File: src/rtl/hbus_pkg.sv
package hbus_pkg;
  localparam int BUS_W = 8;
  localparam int N_SRC = 3;

  // control byte bits (enables share index with flag sources)
  localparam int CB_PIE = 0;
  localparam int CB_AIE = 1;
  localparam int CB_UIE = 2;
  localparam int CB_SQW = 3;
  localparam int N_CLR  = 4;
  // flag byte summary bit
  localparam int FB_IRQ = 7;

  typedef struct packed {
    logic [BUS_W-1:0] ad;
    logic             pwr_ok;
    logic             rst_n;
    logic             rw;
    logic             cs_n;
    logic             we_n;
    logic             ds;
    logic             as;
  } bus_smp_t;

  localparam int SMP_W = $bits(bus_smp_t);

  localparam bus_smp_t SMP_RST = '{ad: '0, pwr_ok: 1'b0, rst_n: 1'b0, rw: 1'b1,
                                   cs_n: 1'b1, we_n: 1'b1, ds: 1'b0, as: 1'b0};
endpackage

File: src/rtl/hbus_sync.sv
module hbus_sync #(
  parameter int              W       = 8,
  parameter int              STAGES  = 2,
  parameter logic [W-1:0]    RST_VAL = '0
) (
  input  logic         clk_i,
  input  logic         rst_ni,
  input  logic [W-1:0] d_i,
  output logic [W-1:0] cur_o,
  output logic [W-1:0] prev_o
);
  localparam int DEPTH = STAGES + 1;

  logic [DEPTH-1:0][W-1:0] pipe_q;

  always_ff @(posedge clk_i or negedge rst_ni) begin
    if (!rst_ni) pipe_q <= {DEPTH{RST_VAL}};
    else         pipe_q <= {pipe_q[DEPTH-2:0], d_i};
  end

  // cur: synchronised level; prev: one cycle older, aligned data for edges
  assign cur_o  = pipe_q[STAGES-1];
  assign prev_o = pipe_q[STAGES];
endmodule

File: src/rtl/hbus_bus_fsm.sv
module hbus_bus_fsm
  import hbus_pkg::*;
#(
  parameter logic [BUS_W-1:0] CTRL_ADDR = 8'h0B,
  parameter logic [BUS_W-1:0] FLAG_ADDR = 8'h0C
) (
  input  logic             clk_i,
  input  logic             rst_ni,
  input  logic             mode_ds_i,
  input  bus_smp_t         cur_i,
  input  bus_smp_t         prev_i,
  input  logic [BUS_W-1:0] ctrl_rd_i,
  input  logic [BUS_W-1:0] flag_rd_i,
  input  logic [BUS_W-1:0] ext_rd_i,
  output logic [BUS_W-1:0] ad_o,
  output logic             ad_oe_o,
  output logic [BUS_W-1:0] addr_o,
  output logic [BUS_W-1:0] wdata_o,
  output logic             wr_o,
  output logic             rd_end_o
);
  logic             sel_q, wr_q, rd_end_q;
  logic [BUS_W-1:0] addr_q, wdata_q;
  logic             ok, as_fall, ds_fall, ds_rise, we_rise;
  logic             wr_fire, rd_fire;

  assign ok      = cur_i.rst_n;
  assign as_fall = prev_i.as & ~cur_i.as;
  assign ds_fall = prev_i.ds & ~cur_i.ds;
  assign ds_rise = ~prev_i.ds & cur_i.ds;
  assign we_rise = ~prev_i.we_n & cur_i.we_n;

  always_comb begin
    if (mode_ds_i) begin
      wr_fire = sel_q & ok & ds_fall & ~prev_i.rw;
      rd_fire = sel_q & ok & ds_fall & prev_i.rw;
      ad_oe_o = sel_q & ok & cur_i.ds & cur_i.rw;
    end else begin
      wr_fire = sel_q & ok & we_rise;
      rd_fire = sel_q & ok & ds_rise;
      ad_oe_o = sel_q & ok & ~cur_i.ds;
    end
  end

  always_ff @(posedge clk_i or negedge rst_ni) begin
    if (!rst_ni) begin
      sel_q    <= 1'b0;
      addr_q   <= '0;
      wdata_q  <= '0;
      wr_q     <= 1'b0;
      rd_end_q <= 1'b0;
    end else begin
      wr_q     <= wr_fire;
      rd_end_q <= rd_fire;
      if (!ok) begin
        sel_q <= 1'b0;
      end else if (as_fall) begin
        sel_q  <= ~prev_i.cs_n;
        addr_q <= prev_i.ad;
      end
      if (wr_fire) wdata_q <= prev_i.ad;
    end
  end

  always_comb begin
    if (addr_q == CTRL_ADDR)      ad_o = ctrl_rd_i;
    else if (addr_q == FLAG_ADDR) ad_o = flag_rd_i;
    else                          ad_o = ext_rd_i;
  end

  assign addr_o   = addr_q;
  assign wdata_o  = wdata_q;
  assign wr_o     = wr_q;
  assign rd_end_o = rd_end_q;

  logic unused_smp;
  assign unused_smp = ^{cur_i.ad, cur_i.cs_n, cur_i.pwr_ok, cur_i.we_n, cur_i.as,
                        prev_i.pwr_ok, prev_i.rst_n, prev_i.we_n};

  p_wr_single_r3: assert property (@(posedge clk_i) disable iff (!rst_ni)
    wr_q |=> !wr_q);
  p_wr_needs_sel_r1: assert property (@(posedge clk_i) disable iff (!rst_ni)
    wr_q |-> $past(sel_q));
endmodule

File: src/rtl/hbus_ctl_regs.sv
module hbus_ctl_regs
  import hbus_pkg::*;
#(
  parameter logic [BUS_W-1:0] CTRL_ADDR = 8'h0B,
  parameter logic [BUS_W-1:0] FLAG_ADDR = 8'h0C
) (
  input  logic             clk_i,
  input  logic             rst_ni,
  input  logic             bus_ok_i,
  input  logic             rst_clr_i,
  input  logic             wr_i,
  input  logic             rd_end_i,
  input  logic [BUS_W-1:0] addr_i,
  input  logic [BUS_W-1:0] wdata_i,
  input  logic [N_SRC-1:0] evt_i,
  output logic [BUS_W-1:0] ctrl_o,
  output logic [BUS_W-1:0] flag_o,
  output logic             irq_drive_o,
  output logic             sqw_en_o
);
  logic [BUS_W-1:0] ctrl_q;
  logic [N_SRC-1:0] flg_q;
  logic             rd_clr, irqf;

  assign rd_clr = rd_end_i & (addr_i == FLAG_ADDR);

  always_ff @(posedge clk_i or negedge rst_ni) begin
    if (!rst_ni)                                ctrl_q <= '0;
    else if (rst_clr_i)                         ctrl_q[N_CLR-1:0] <= '0;
    else if (wr_i && (addr_i == CTRL_ADDR))     ctrl_q <= wdata_i;
  end

  for (genvar i = 0; i < N_SRC; i++) begin : g_flag
    always_ff @(posedge clk_i or negedge rst_ni) begin
      if (!rst_ni)        flg_q[i] <= 1'b0;
      else if (rst_clr_i) flg_q[i] <= 1'b0;
      else if (evt_i[i])  flg_q[i] <= 1'b1;
      else if (rd_clr)    flg_q[i] <= 1'b0;
    end
  end

  assign irqf = |(flg_q & ctrl_q[N_SRC-1:0]);

  always_comb begin
    flag_o              = '0;
    flag_o[N_SRC-1:0]   = flg_q;
    flag_o[FB_IRQ]      = irqf;
  end

  assign ctrl_o      = ctrl_q;
  assign irq_drive_o = irqf & bus_ok_i;
  assign sqw_en_o    = ctrl_q[CB_SQW];

  p_rst_clears_r7: assert property (@(posedge clk_i) disable iff (!rst_ni)
    rst_clr_i |=> (ctrl_q[N_CLR-1:0] == '0) && (flg_q == '0));
  p_rst_keeps_hi_r7: assert property (@(posedge clk_i) disable iff (!rst_ni)
    rst_clr_i |=> $stable(ctrl_q[BUS_W-1:N_CLR]));
endmodule

File: src/rtl/hbus_access_unit.sv
module hbus_access_unit
  import hbus_pkg::*;
#(
  parameter int               SYNC_STAGES = 2,
  parameter logic [BUS_W-1:0] CTRL_ADDR   = 8'h0B,
  parameter logic [BUS_W-1:0] FLAG_ADDR   = 8'h0C
) (
  input  logic             clk_i,
  input  logic             rst_ni,
  input  logic             mode_ds_i,
  input  logic             bus_rst_ni,
  input  logic             pwr_ok_i,
  input  logic             cs_ni,
  input  logic             as_i,
  input  logic             ds_i,
  input  logic             rw_i,
  input  logic             we_ni,
  input  logic [BUS_W-1:0] ad_i,
  output logic [BUS_W-1:0] ad_o,
  output logic             ad_oe_o,
  output logic [BUS_W-1:0] reg_addr_o,
  output logic [BUS_W-1:0] reg_wdata_o,
  output logic             reg_we_o,
  input  logic [BUS_W-1:0] reg_rdata_i,
  input  logic [N_SRC-1:0] evt_i,
  output logic             irq_drive_o,
  output logic             sqw_en_o
);
  bus_smp_t         smp_in, smp_cur, smp_prev;
  logic [BUS_W-1:0] ctrl_rd, flag_rd, addr, wdata;
  logic             wr, rd_end, rst_clr;

  always_comb begin
    smp_in.ad     = ad_i;
    smp_in.pwr_ok = pwr_ok_i;
    smp_in.rst_n  = bus_rst_ni;
    smp_in.rw     = rw_i;
    smp_in.cs_n   = cs_ni;
    smp_in.we_n   = we_ni;
    smp_in.ds     = ds_i;
    smp_in.as     = as_i;
  end

  hbus_sync #(.W(SMP_W), .STAGES(SYNC_STAGES), .RST_VAL(SMP_RST)) u_sync (
    .clk_i  (clk_i),
    .rst_ni (rst_ni),
    .d_i    (smp_in),
    .cur_o  (smp_cur),
    .prev_o (smp_prev)
  );

  hbus_bus_fsm #(.CTRL_ADDR(CTRL_ADDR), .FLAG_ADDR(FLAG_ADDR)) u_fsm (
    .clk_i     (clk_i),
    .rst_ni    (rst_ni),
    .mode_ds_i (mode_ds_i),
    .cur_i     (smp_cur),
    .prev_i    (smp_prev),
    .ctrl_rd_i (ctrl_rd),
    .flag_rd_i (flag_rd),
    .ext_rd_i  (reg_rdata_i),
    .ad_o      (ad_o),
    .ad_oe_o   (ad_oe_o),
    .addr_o    (addr),
    .wdata_o   (wdata),
    .wr_o      (wr),
    .rd_end_o  (rd_end)
  );

  assign rst_clr = ~smp_cur.rst_n & smp_cur.pwr_ok;

  hbus_ctl_regs #(.CTRL_ADDR(CTRL_ADDR), .FLAG_ADDR(FLAG_ADDR)) u_regs (
    .clk_i       (clk_i),
    .rst_ni      (rst_ni),
    .bus_ok_i    (smp_cur.rst_n),
    .rst_clr_i   (rst_clr),
    .wr_i        (wr),
    .rd_end_i    (rd_end),
    .addr_i      (addr),
    .wdata_i     (wdata),
    .evt_i       (evt_i),
    .ctrl_o      (ctrl_rd),
    .flag_o      (flag_rd),
    .irq_drive_o (irq_drive_o),
    .sqw_en_o    (sqw_en_o)
  );

  assign reg_addr_o  = addr;
  assign reg_wdata_o = wdata;
  assign reg_we_o    = wr & (addr != CTRL_ADDR) & (addr != FLAG_ADDR);

  p_no_drive_in_rst_r6: assert property (@(posedge clk_i) disable iff (!rst_ni)
    !smp_cur.rst_n |-> !ad_oe_o);
  p_irq_released_r7: assert property (@(posedge clk_i) disable iff (!rst_ni)
    !smp_cur.rst_n |-> !irq_drive_o);
endmodule

File: config.mk
export PLATFORM = sky130hd
export DESIGN_NAME = hbus_access_unit
export DESIGN_NICKNAME = d
export VERILOG_FILES = /design/src/rtl/hbus_pkg.sv /design/src/rtl/hbus_sync.sv /design/src/rtl/hbus_bus_fsm.sv /design/src/rtl/hbus_ctl_regs.sv /design/src/rtl/hbus_access_unit.sv
export SDC_FILE = /design/constraint.sdc
export NUM_CORES = 1
export LEC_CHECK = 0
export BUFFER_PORTS_ARGS = -buffer_cell sky130_fd_sc_hd__buf_2
export CAP_MARGIN = 40
export CORE_MARGIN = 3
export CORE_UTILIZATION = 56
export CTS_CLUSTER_DIAMETER = 50
export DETAILED_ROUTE_END_ITERATION = 10
export HOLD_SLACK_MARGIN = 0.06
export PLACE_DENSITY = 0.85
export SLEW_MARGIN = 20
export SYNTH_ARGS = -nofsm -noshare
export SYNTH_HDL_FRONTEND = slang
export SYNTH_SLANG_ARGS = --single-unit
File: constraint.sdc
create_clock -name clk_i -period 3.7 [get_ports clk_i]
set_clock_uncertainty 0.1 [all_clocks]
set_input_delay 0.74 -clock clk_i [delete_from_list [all_inputs] [get_ports clk_i]]
set_output_delay 0.74 -clock clk_i [all_outputs]
set_load 0.02 [all_outputs]
==> impl_metrics.toml, run 1 <==
[drt]
wire_per_inst_um = 16.3
vias = 1555
wirelength_um = 4640
avgViaCountPerCell = 5.46
drt-pass1-iter-count = 4
drt_iter0_drc = 98
drc = 0
ant_nets = 0

[worst_setup_path]
start_kind = "flop"
crit_type = "reg2out"
path_cells = "or3b_1, a2111oi_4, a2bb2oi_1, buf_2"
critical_path.endpoint_type = "output pin"
crit_start = "u_fsm.addr_o[1]$_DFFE_PN0P_"
path_max_fanout = 9
r2r_slack_ns = 1.73
endpoint = "ad_o[0]"
cp.arrival_ns = 2.34
reg2reg_from = "u_fsm.addr_o[4]$_DFFE_PN0P_"
slowest_delay_ns = 0.64
cp.required_ns = 2.86
reg2regPathDepth = 3
slowest_stage = "a2111oi_4"
worst_r2r_endpoint = "u_regs.flag_o[1]$_DFFE_PN0P_"

[synthesis]
synth_top_cell_by_area = "dfrtp_1"
synthAdderAreaFrac_pct = 0
synth_xor_area_share_pct = 0
synth_area_um2 = 2550
netlist_instances = 165
yosys.area.top_type_share_pct = 62.9
synth_cell_types = 34
synth_edf_count = 0
synth_top_family_by_area = "multiplexers"
synth-compound-area-share_pct = 7.81
syn_avg_cell_area_um2 = 15.4
synth_fp_nets = 194
synth_area_leaders = "dfrtp_1 (63%), dfstp_2 (9.3%), mux2_2 (8.8%), o2bb2ai_1 (1.7%), mux2i_1 (1.6%)"
async_flop_share_pct = 100
ys.flop_type = "dfrtp_1"
yosysSeqAreaShare_pct = 72.2
muxShareOfSynthArea_pct = 10.4
synth-simple-area-share_pct = 8.21
ys_ff_latch = 73
yosys_warnings = 0

[place]
dp_hpwl_um = 3180
place_congestion = 0.876
port_buffers = 56

[timing]
timing.hold.ws_ns = 0.252
hold_violations = 0
fmax_mhz = 314
slew_headroom_pct = 48.2
setup-tns-final_ns = 0
post-route-period-util_pct = 85.9
drv_slew = 0
rsz0062_at_grt = "false"
period_needed_ns = 3.18
max_slew.worst_pin.slew_ns = 0.770
setup_viol = 0

[job]
max_cap_violations = 0

[finish]
area_delta_synth_final_pct = 22.3
diodes = 0
drive_above_1_share_pct = 45.1
fin_nets = 259
fillers = 265

[clocking]
postCtsSetupRepairBufs = 0
cts_resized = 0
cts_tree = "done"
hold_buffers = 0
clk_path_buf_depth = 2
cts.sinks = 73
cts_made_buffers = 9
ctsRootBufferMaster = "clkbuf_8"
insertion_delay_ns = 0.33
h-tree-depth = 3
path_clk_slew_ns = 0.07

[floorplan]
die_w_um = 73.4
io_pins = 57
die_area_um2 = 5390
core-area_um2 = 4200
fp.dieH_um = 73.4
rows = 23
initial_utilization_pct = 60.6

[run_status]
outcome = "complete, no violations"

[grt]
grt_usage_pct = 18.9
grt_pass1_wl_um = 7460
grt_antenna_before_repair = 0
grt_pass1_vias = 1564
overflow = 0
grt_max_degree = 47

[hold_path]
hold_class = "reg2reg"

[power_and_ir_drop]
p_leak_nw = 1.47
p_per_area_nw_per_um2 = 575
peakVddDrop_v = 0.000395
-- through the flow --
step	cell area, µm²	total power, W	cells	setup WS, ns	utilization [%]
5_1_grt	3110	0.00186	285	0.410	74.1
6_report	3110	0.00179	285	0.520	74.1
2_1_floorplan	2550	0.00103	165	0.896	-
3_5_place_dp	2880	0.00112	269	0.853	68.6
4_1_cts	3110	0.00181	285	0.515	74.1
3_3_place_gp	2880	0.00111	269	0.956	68.6
-- power by group --
| group | internal (W) | total [W] | switching [W] |
|---|---|---|---|
| Sequential | 0.000860 | 0.000912 | 0.0000525 |
| Clock | 0.000414 | 0.000681 | 0.000267 |
| Combinational | 0.0000804 | 0.000197 | 0.000117 |
| Total | 0.00135 | 0.00179 | 0.000437 |
-- cells in the mapped netlist (3+ instances only) --
cell / n
o21ai_0: 4
mux2_2: 20
a21oi_1: 5
nand2_1: 10
dfstp_2: 9
o22ai_1: 3
dfrtp_1: 64
o2bb2ai_1: 5
a2bb2oi_1: 4
mux2i_1: 4
inv_1: 6
nor3b_1: 5
-- worst min-delay path by stage --
stage                                startpoint                         end  slack [ns]  cells after the start
floorplan            u_sync.pipe_q[0]$_DFF_PN0_   u_sync.cur_o[0]$_DFF_PN0_        0.23                      0
global placement    u_sync.pipe_q[11]$_DFF_PN0_  u_sync.cur_o[11]$_DFF_PN0_        0.23                      0
detailed placement  u_sync.pipe_q[10]$_DFF_PN0_  u_sync.cur_o[10]$_DFF_PN0_        0.24                      0
CTS                 u_sync.pipe_q[12]$_DFF_PN0_  u_sync.cur_o[12]$_DFF_PN0_        0.25                      0
global route         u_sync.pipe_q[6]$_DFF_PN0_   u_sync.cur_o[6]$_DFF_PN0_        0.26                      0
finish              u_sync.pipe_q[12]$_DFF_PN0_  u_sync.cur_o[12]$_DFF_PN0_        0.25                      0
-- critical path, delay by kind of cell (launching register included) --
family / cells / cell delay (ns)
AND/OR/NAND/NOR: 1 / 0.53
buffers and inverters: 1 / 0.19
AO/OA/AOI/OAI: 2 / 0.85
flip-flops: 1 / 0.44
-- sequential cells by signal (all words and copies together), names as in the netlist --
name            count
u_sync.prev_o      13
u_regs.ctrl_o       8
u_sync.cur_o       15
u_fsm.sel_q         1
u_regs.flag_o       3
u_fsm.wr_o          1
u_fsm.wdata_o       8
u_sync.pipe_q      15
u_fsm.rd_end_o      1
u_fsm.addr_o        8
-- kinds of logic (layout without fill, tap and decap cells) --
kind of cell | count (synthesis) | in the layout
flip-flops | 73 | 73
AND/OR/NAND/NOR | 34 | 34
AO/OA/AOI/OAI | 25 | 25
multiplexers | 24 | 24
buffers and inverters | 9 | 79
-- final cells by class --
class	count	area, µm²	area share, %
well taps	50	62.6	2.01
multi-input cells	83	673	21.6
flip-flops and latches	73	1840	59.0
clock inverters	5	77.6	2.49
clock buffers	11	151	4.86
repair buffers	57	288	9.24
inverters	6	22.5	0.723
-- cells in the final DEF, fill, tap and decap left out, types with 2 or more instances in the layout --
cell	count
o21ai_0	4
mux2_2	20
nor4bb_1	2
dfrtp_1	64
inv_1	6
mux2i_1	4
nor2b_1	2
a21oi_1	5
clkbuf_8	11
buf_2	56
nand3b_1	2
o22ai_1	3
clkinv_2	2
a2bb2oi_1	4
nand2_1	10
nor3b_1	5
bufinv_16	2
dfstp_2	9
o2bb2ai_1	5
-- metal layers --
metal	GRT usage, %	part of all wire (%)	routed length [µm]
met4	7.85	1.0	48
met2	29.9	49	2290
met1	25.0	43	2000
met3	5.20	6.4	299
met5	0	0	0
(Power assumes the default switching activity.)
==> run 2, diff against run 1 <==
Settings changed: RECOVER_POWER set to 100, SKIP_CTS_REPAIR_TIMING set to 1.
==> run 2 against run 1 <==
Net effect:
- maximum frequency decreased by 2.5%
- first-iteration DRC count increased by 9.2%
- final area decreased by 1.4%
- sequential power about the same
- routed wire length increased by 1.0%
- combinational power decreased by 5%
- clock power about the same
- clock-buffer cell count unchanged
- hold slack about the same
- via count increased by 0.77%
- critical endpoint unchanged
- largest power group unchanged
==> impl_metrics.toml, run 2 (synthesis gave the netlist of run 1 again) <==
[run_status]
outcome = "complete, no violations"

[finish]
drive_above_1_share_pct = 31.5
multi_input_area_um2 = 669
fillers = 286
fin_nets = 259
final_cells = 285
diodes = 0
mostFrequentLayoutCells = "dfrtp_1 (64), clkbuf_1 (29), buf_2 (27), mux2_2 (20), clkbuf_8 (11)"
final_common_cell = "dfrtp_1"
area_delta_synth_final_pct = 20.6
seq_area_um2 = 1840

[place]
dp_hpwl_um = 3180
dp.cells = 269
port_buffers = 56
place_congestion = 0.876

[worst_setup_path]
slowest_stage = "a2111oi_4"
path_max_fanout = 9
cp.required_ns = 2.86
critPathTopFamily = "compound AO/OA/AOI/OAI gates"
reg2reg_from = "u_fsm.addr_o[4]$_DFFE_PN0P_"
path_cells = "or3b_1, a2111oi_4, a2bb2oi_1, clkbuf_1"
start_kind = "flop"
crit_start = "u_fsm.addr_o[1]$_DFFE_PN0P_"
crit_type = "reg2out"
r2r_slack_ns = 1.72
worst_r2r_endpoint = "u_regs.flag_o[1]$_DFFE_PN0P_"
crit_buf_inv = 1
reg2regPathDepth = 3
critical_path.endpoint_type = "output pin"
slowest_delay_ns = 0.64
cp.arrival_ns = 2.42

[power_and_ir_drop]
clockPowerShare_pct = 38.3
p_comb_share_pct = 10.5
p_sw_w = 0.000439
p_seq_share_pct = 51.3
p_int_w = 0.00134
sw_frac_of_total_pct = 24.6
p_leak_nw = 1.39
p_per_area_nw_per_um2 = 580
peakVddDrop_v = 0.000394

[floorplan]
fp.dieH_um = 73.4
die_w_um = 73.4
io_pins = 57
core-area_um2 = 4200
rows = 23
die_area_um2 = 5390
initial_utilization_pct = 60.6

[timing]
timing.hold.ws_ns = 0.252
slew_headroom_pct = 8.57
setup_viol = 0
drv_slew = 0
hold_violations = 0
fmax_mhz = 307
max_slew.worst_pin.slew_ns = 1.37
setup-tns-final_ns = 0
period_needed_ns = 3.26
post-route-period-util_pct = 88.1
rsz0062_at_grt = "false"

[clocking]
path_clk_slew_ns = 0.07
cts.sinks = 73
ctsRootBufferMaster = "clkbuf_8"
h-tree-depth = 3
clk_path_buf_depth = 2
cts_made_buffers = 9
cts_tree = "done"
insertion_delay_ns = 0.33

[hold_path]
hold_class = "reg2reg"
holdCritStartpoint = "u_sync.pipe_q[12]$_DFF_PN0_"
worstHoldEndpoint = "u_sync.cur_o[12]$_DFF_PN0_"
min_path_cells = 0

[grt]
overflow = 0
grt_pass1_vias = 1564
grt_max_degree = 47
grt_usage_pct = 18.9
grt_pass1_wl_um = 7460
grt_antenna_before_repair = 0

[drt]
vias = 1567
wire_per_inst_um = 16.4
drt-pass1-iter-count = 4
avgViaCountPerCell = 5.50
drt_iter0_drc = 107
drc = 0
wirelength_um = 4690
ant_nets = 0

[job]
max_cap_violations = 0
-- run 2: changes by cell type in the layout (fill, tap and decap cells not counted), sizes merged --
cell / previous run / this run
buf: 57 / 27
clkbuf: 11 / 41
-- run 2: power groups by stage --
stage	Clock (W)	Combinational, W	Sequential, W
after floorplan	0	0.0000788	0.000948
final	0.000682	0.000187	0.000913
after detailed placement	0	0.000199	0.000925
after CTS	0.000696	0.000200	0.000911
after global placement	0	0.000194	0.000919
after global routing	0.000732	0.000203	0.000918
-- run 2: through the flow --
stage	total power [W]	worst slack (ns)	utilization [%]	area (µm²)
2_1_floorplan	0.00103	0.896	-	2550
3_3_place_gp	0.00111	0.956	68.6	2880
3_5_place_dp	0.00112	0.853	68.6	2880
4_1_cts	0.00181	0.515	74.1	3110
5_1_grt	0.00185	0.332	73.1	3070
6_report	0.00178	0.439	73.1	3070
-- run 2: per-layer routing --
metal	up-vias	GRT usage (%)	share of wire, %
met5	-	0	0
met2	47	29.9	50
li1	723	-	-
met3	4	5.20	5.5
met1	793	25.0	44
met4	0	7.85	0.70
-- run 2: how the worst max path moves through the flow --
stage,to,slack [ns],cells after the start
5_1_grt,ad_o[7],0.33,4
3_5_place_dp,ad_o[0],0.85,4
2_1_floorplan,ad_o[0],0.90,4
3_3_place_gp,ad_o[0],0.96,4
4_1_cts,ad_o[0],0.52,4
6_report,ad_o[0],0.44,4
-- run 2: final cells by class --
type	instances	area share (%)
Multi-Input combinational cell	83	21.8
Tap cell	50	2.04
Timing Repair Buffer	57	8.11
Inverter	6	0.733
Sequential cell	73	59.9
Clock inverter	5	2.53
Clock buffer	11	4.93
==> run 3, diff against run 2 <==
Settings changed: CORE_ASPECT_RATIO set to 1.4.
==> run 3 against run 2 <==
Net effect:
- sequential power fell by 0.5%
- final area fell by 0.73%
- global-route usage decreased by 0.35 points
- maximum frequency is 1.2% higher
- utilization shrank 2.3 points
- largest cell class unchanged
- critical path depth stayed put
- sequential cell count did not move
- largest power group unchanged
- sequential share of layout area increased by 0.44 points
- first-iteration DRC count is 54% lower
- die area rose by 0.22%
==> impl_metrics.toml, run 3 (synthesis gave the netlist of run 1 again) <==
[drt]
avgViaCountPerCell = 5.26
drc = 0
wirelength_um = 4550
wire_per_inst_um = 15.4
drt-pass1-iter-count = 4
ant_nets = 0
vias = 1558
drt_iter0_drc = 49

[grt]
grt_max_degree = 74
grt_pass1_vias = 1553
grt_pass1_wl_um = 7430
grt_usage_pct = 18.6
overflow = 0
grt_antenna_before_repair = 0

[run_status]
outcome = "complete, no violations"

[floorplan]
initial_utilization_pct = 59.1
rows = 28
fp.dieH_um = 85.8
die_w_um = 63.0
core-area_um2 = 4310
die_area_um2 = 5400
io_pins = 57

[job]
max_cap_violations = 0

[place]
place_congestion = 0.828
port_buffers = 56
dp.cells = 279
dp_hpwl_um = 3080

[finish]
diodes = 0
area_delta_synth_final_pct = 19.7
final_cells = 296
fin_nets = 260
fillers = 334
final_common_cell = "dfrtp_1"
drive_above_1_share_pct = 32.2
mostFrequentLayoutCells = "dfrtp_1 (64), clkbuf_1 (29), buf_2 (28), mux2_2 (20), clkbuf_8 (11)"

[clocking]
h-tree-depth = 3
cts_made_buffers = 9
cts_tree = "done"
clk_path_buf_depth = 2
cts.sinks = 73
path_clk_slew_ns = 0.07
ctsRootBufferMaster = "clkbuf_8"
insertion_delay_ns = 0.33

[worst_setup_path]
critical_path.endpoint_type = "output pin"
cp.required_ns = 2.86
crit_type = "reg2out"
path_max_fanout = 9
cp.arrival_ns = 2.38
start_kind = "flop"

[timing]
rsz0062_at_grt = "false"
hold_violations = 0
setup-tns-final_ns = 0
post-route-period-util_pct = 87.1
setup_viol = 0
slew_headroom_pct = 2.25
fmax_mhz = 310
drv_slew = 0
max_slew.worst_pin.slew_ns = 1.47
period_needed_ns = 3.22

[power_and_ir_drop]
peakVddDrop_v = 0.000406
p_per_area_nw_per_um2 = 545
p_leak_nw = 1.37

[hold_path]
hold_class = "reg2reg"
[run 3: changes by cell type in the layout (fill, tap and decap cells not counted)]
| cell | previous run | this run |
|---|---|---|
| clkinvlp_4 | 1 | 2 |
| buf_2 | 27 | 28 |
| bufinv_16 | 2 | 0 |
| clkinv_4 | 0 | 1 |
| dfstp_2 | 7 | 8 |
| clkinv_2 | 2 | 1 |
| inv_6 | 0 | 1 |
| dfstp_1 | 2 | 1 |
[run 3: power breakdown]
group | internal (W) | switching [W]
logic | 0.0000700 | 0.000118
registers | 0.000859 | 0.0000491
clock network | 0.000282 | 0.000285
total | 0.00121 | 0.000451
[run 3: critical path: stages (launching register included)]
cell and delay (ns):
dfrtp_1 0.43, or3b_1 0.53, a2111oi_4 0.64, a2bb2oi_1 0.20, clkbuf_1 0.25
[run 3: per-stage QoR]
stage	hold WS, ns	utilization (%)	power, W	area, µm²	setup slack [ns]
2_1_floorplan	0.231	-	0.00103	2550	0.896
3_3_place_gp	0.232	67.2	0.00111	2900	0.945
3_5_place_dp	0.235	67.2	0.00112	2900	0.909
4_1_cts	0.252	71.6	0.00169	3090	0.531
5_1_grt	0.251	70.7	0.00174	3050	0.308
6_report	0.250	70.7	0.00166	3050	0.478
[run 3: path summary, 6_finish.rpt]
check | start | to | slack (ns) | cells after the start
worst max-delay path | u_fsm.addr_o[1]$_DFFE_PN0P_ | ad_o[2] | 0.48 | 4
worst min-delay path | u_sync.cur_o[14]$_DFF_PN0_ | u_sync.prev_o[14]$_DFF_PN0_ | 0.25 | 0
worst max register to register | u_fsm.addr_o[5]$_DFFE_PN0P_ | u_regs.flag_o[2]$_DFFE_PN0P_ | 1.74 | 3
worst min register to register | u_sync.cur_o[14]$_DFF_PN0_ | u_sync.prev_o[14]$_DFF_PN0_ | 0.25 | 0
max in group asynchronous | rst_ni | u_fsm.addr_o[0]$_DFFE_PN0P_ | 1.44 | 3
min in group asynchronous | rst_ni | u_sync.pipe_q[11]$_DFF_PN0_ | 0.29 | 2
[run 3: routing by layer]
metal  track usage [%]  wire (µm)  up-vias
met4              11.0        108        0
met5                 0          0        -
met2              28.7       2220       53
li1                  -          -      716
met1              23.0       1900      780
met3              5.90        324        9
[run 3: final cells by class]
cell class	instances	area, µm²	area share (%)
clock buffers	11	151	4.97
clock inverters	5	37.5	1.23
inverters	6	22.5	0.739
multi-input cells	83	669	22.0
flip-flops and latches	73	1840	60.3
well taps	60	75.1	2.46
repair buffers	58	254	8.33
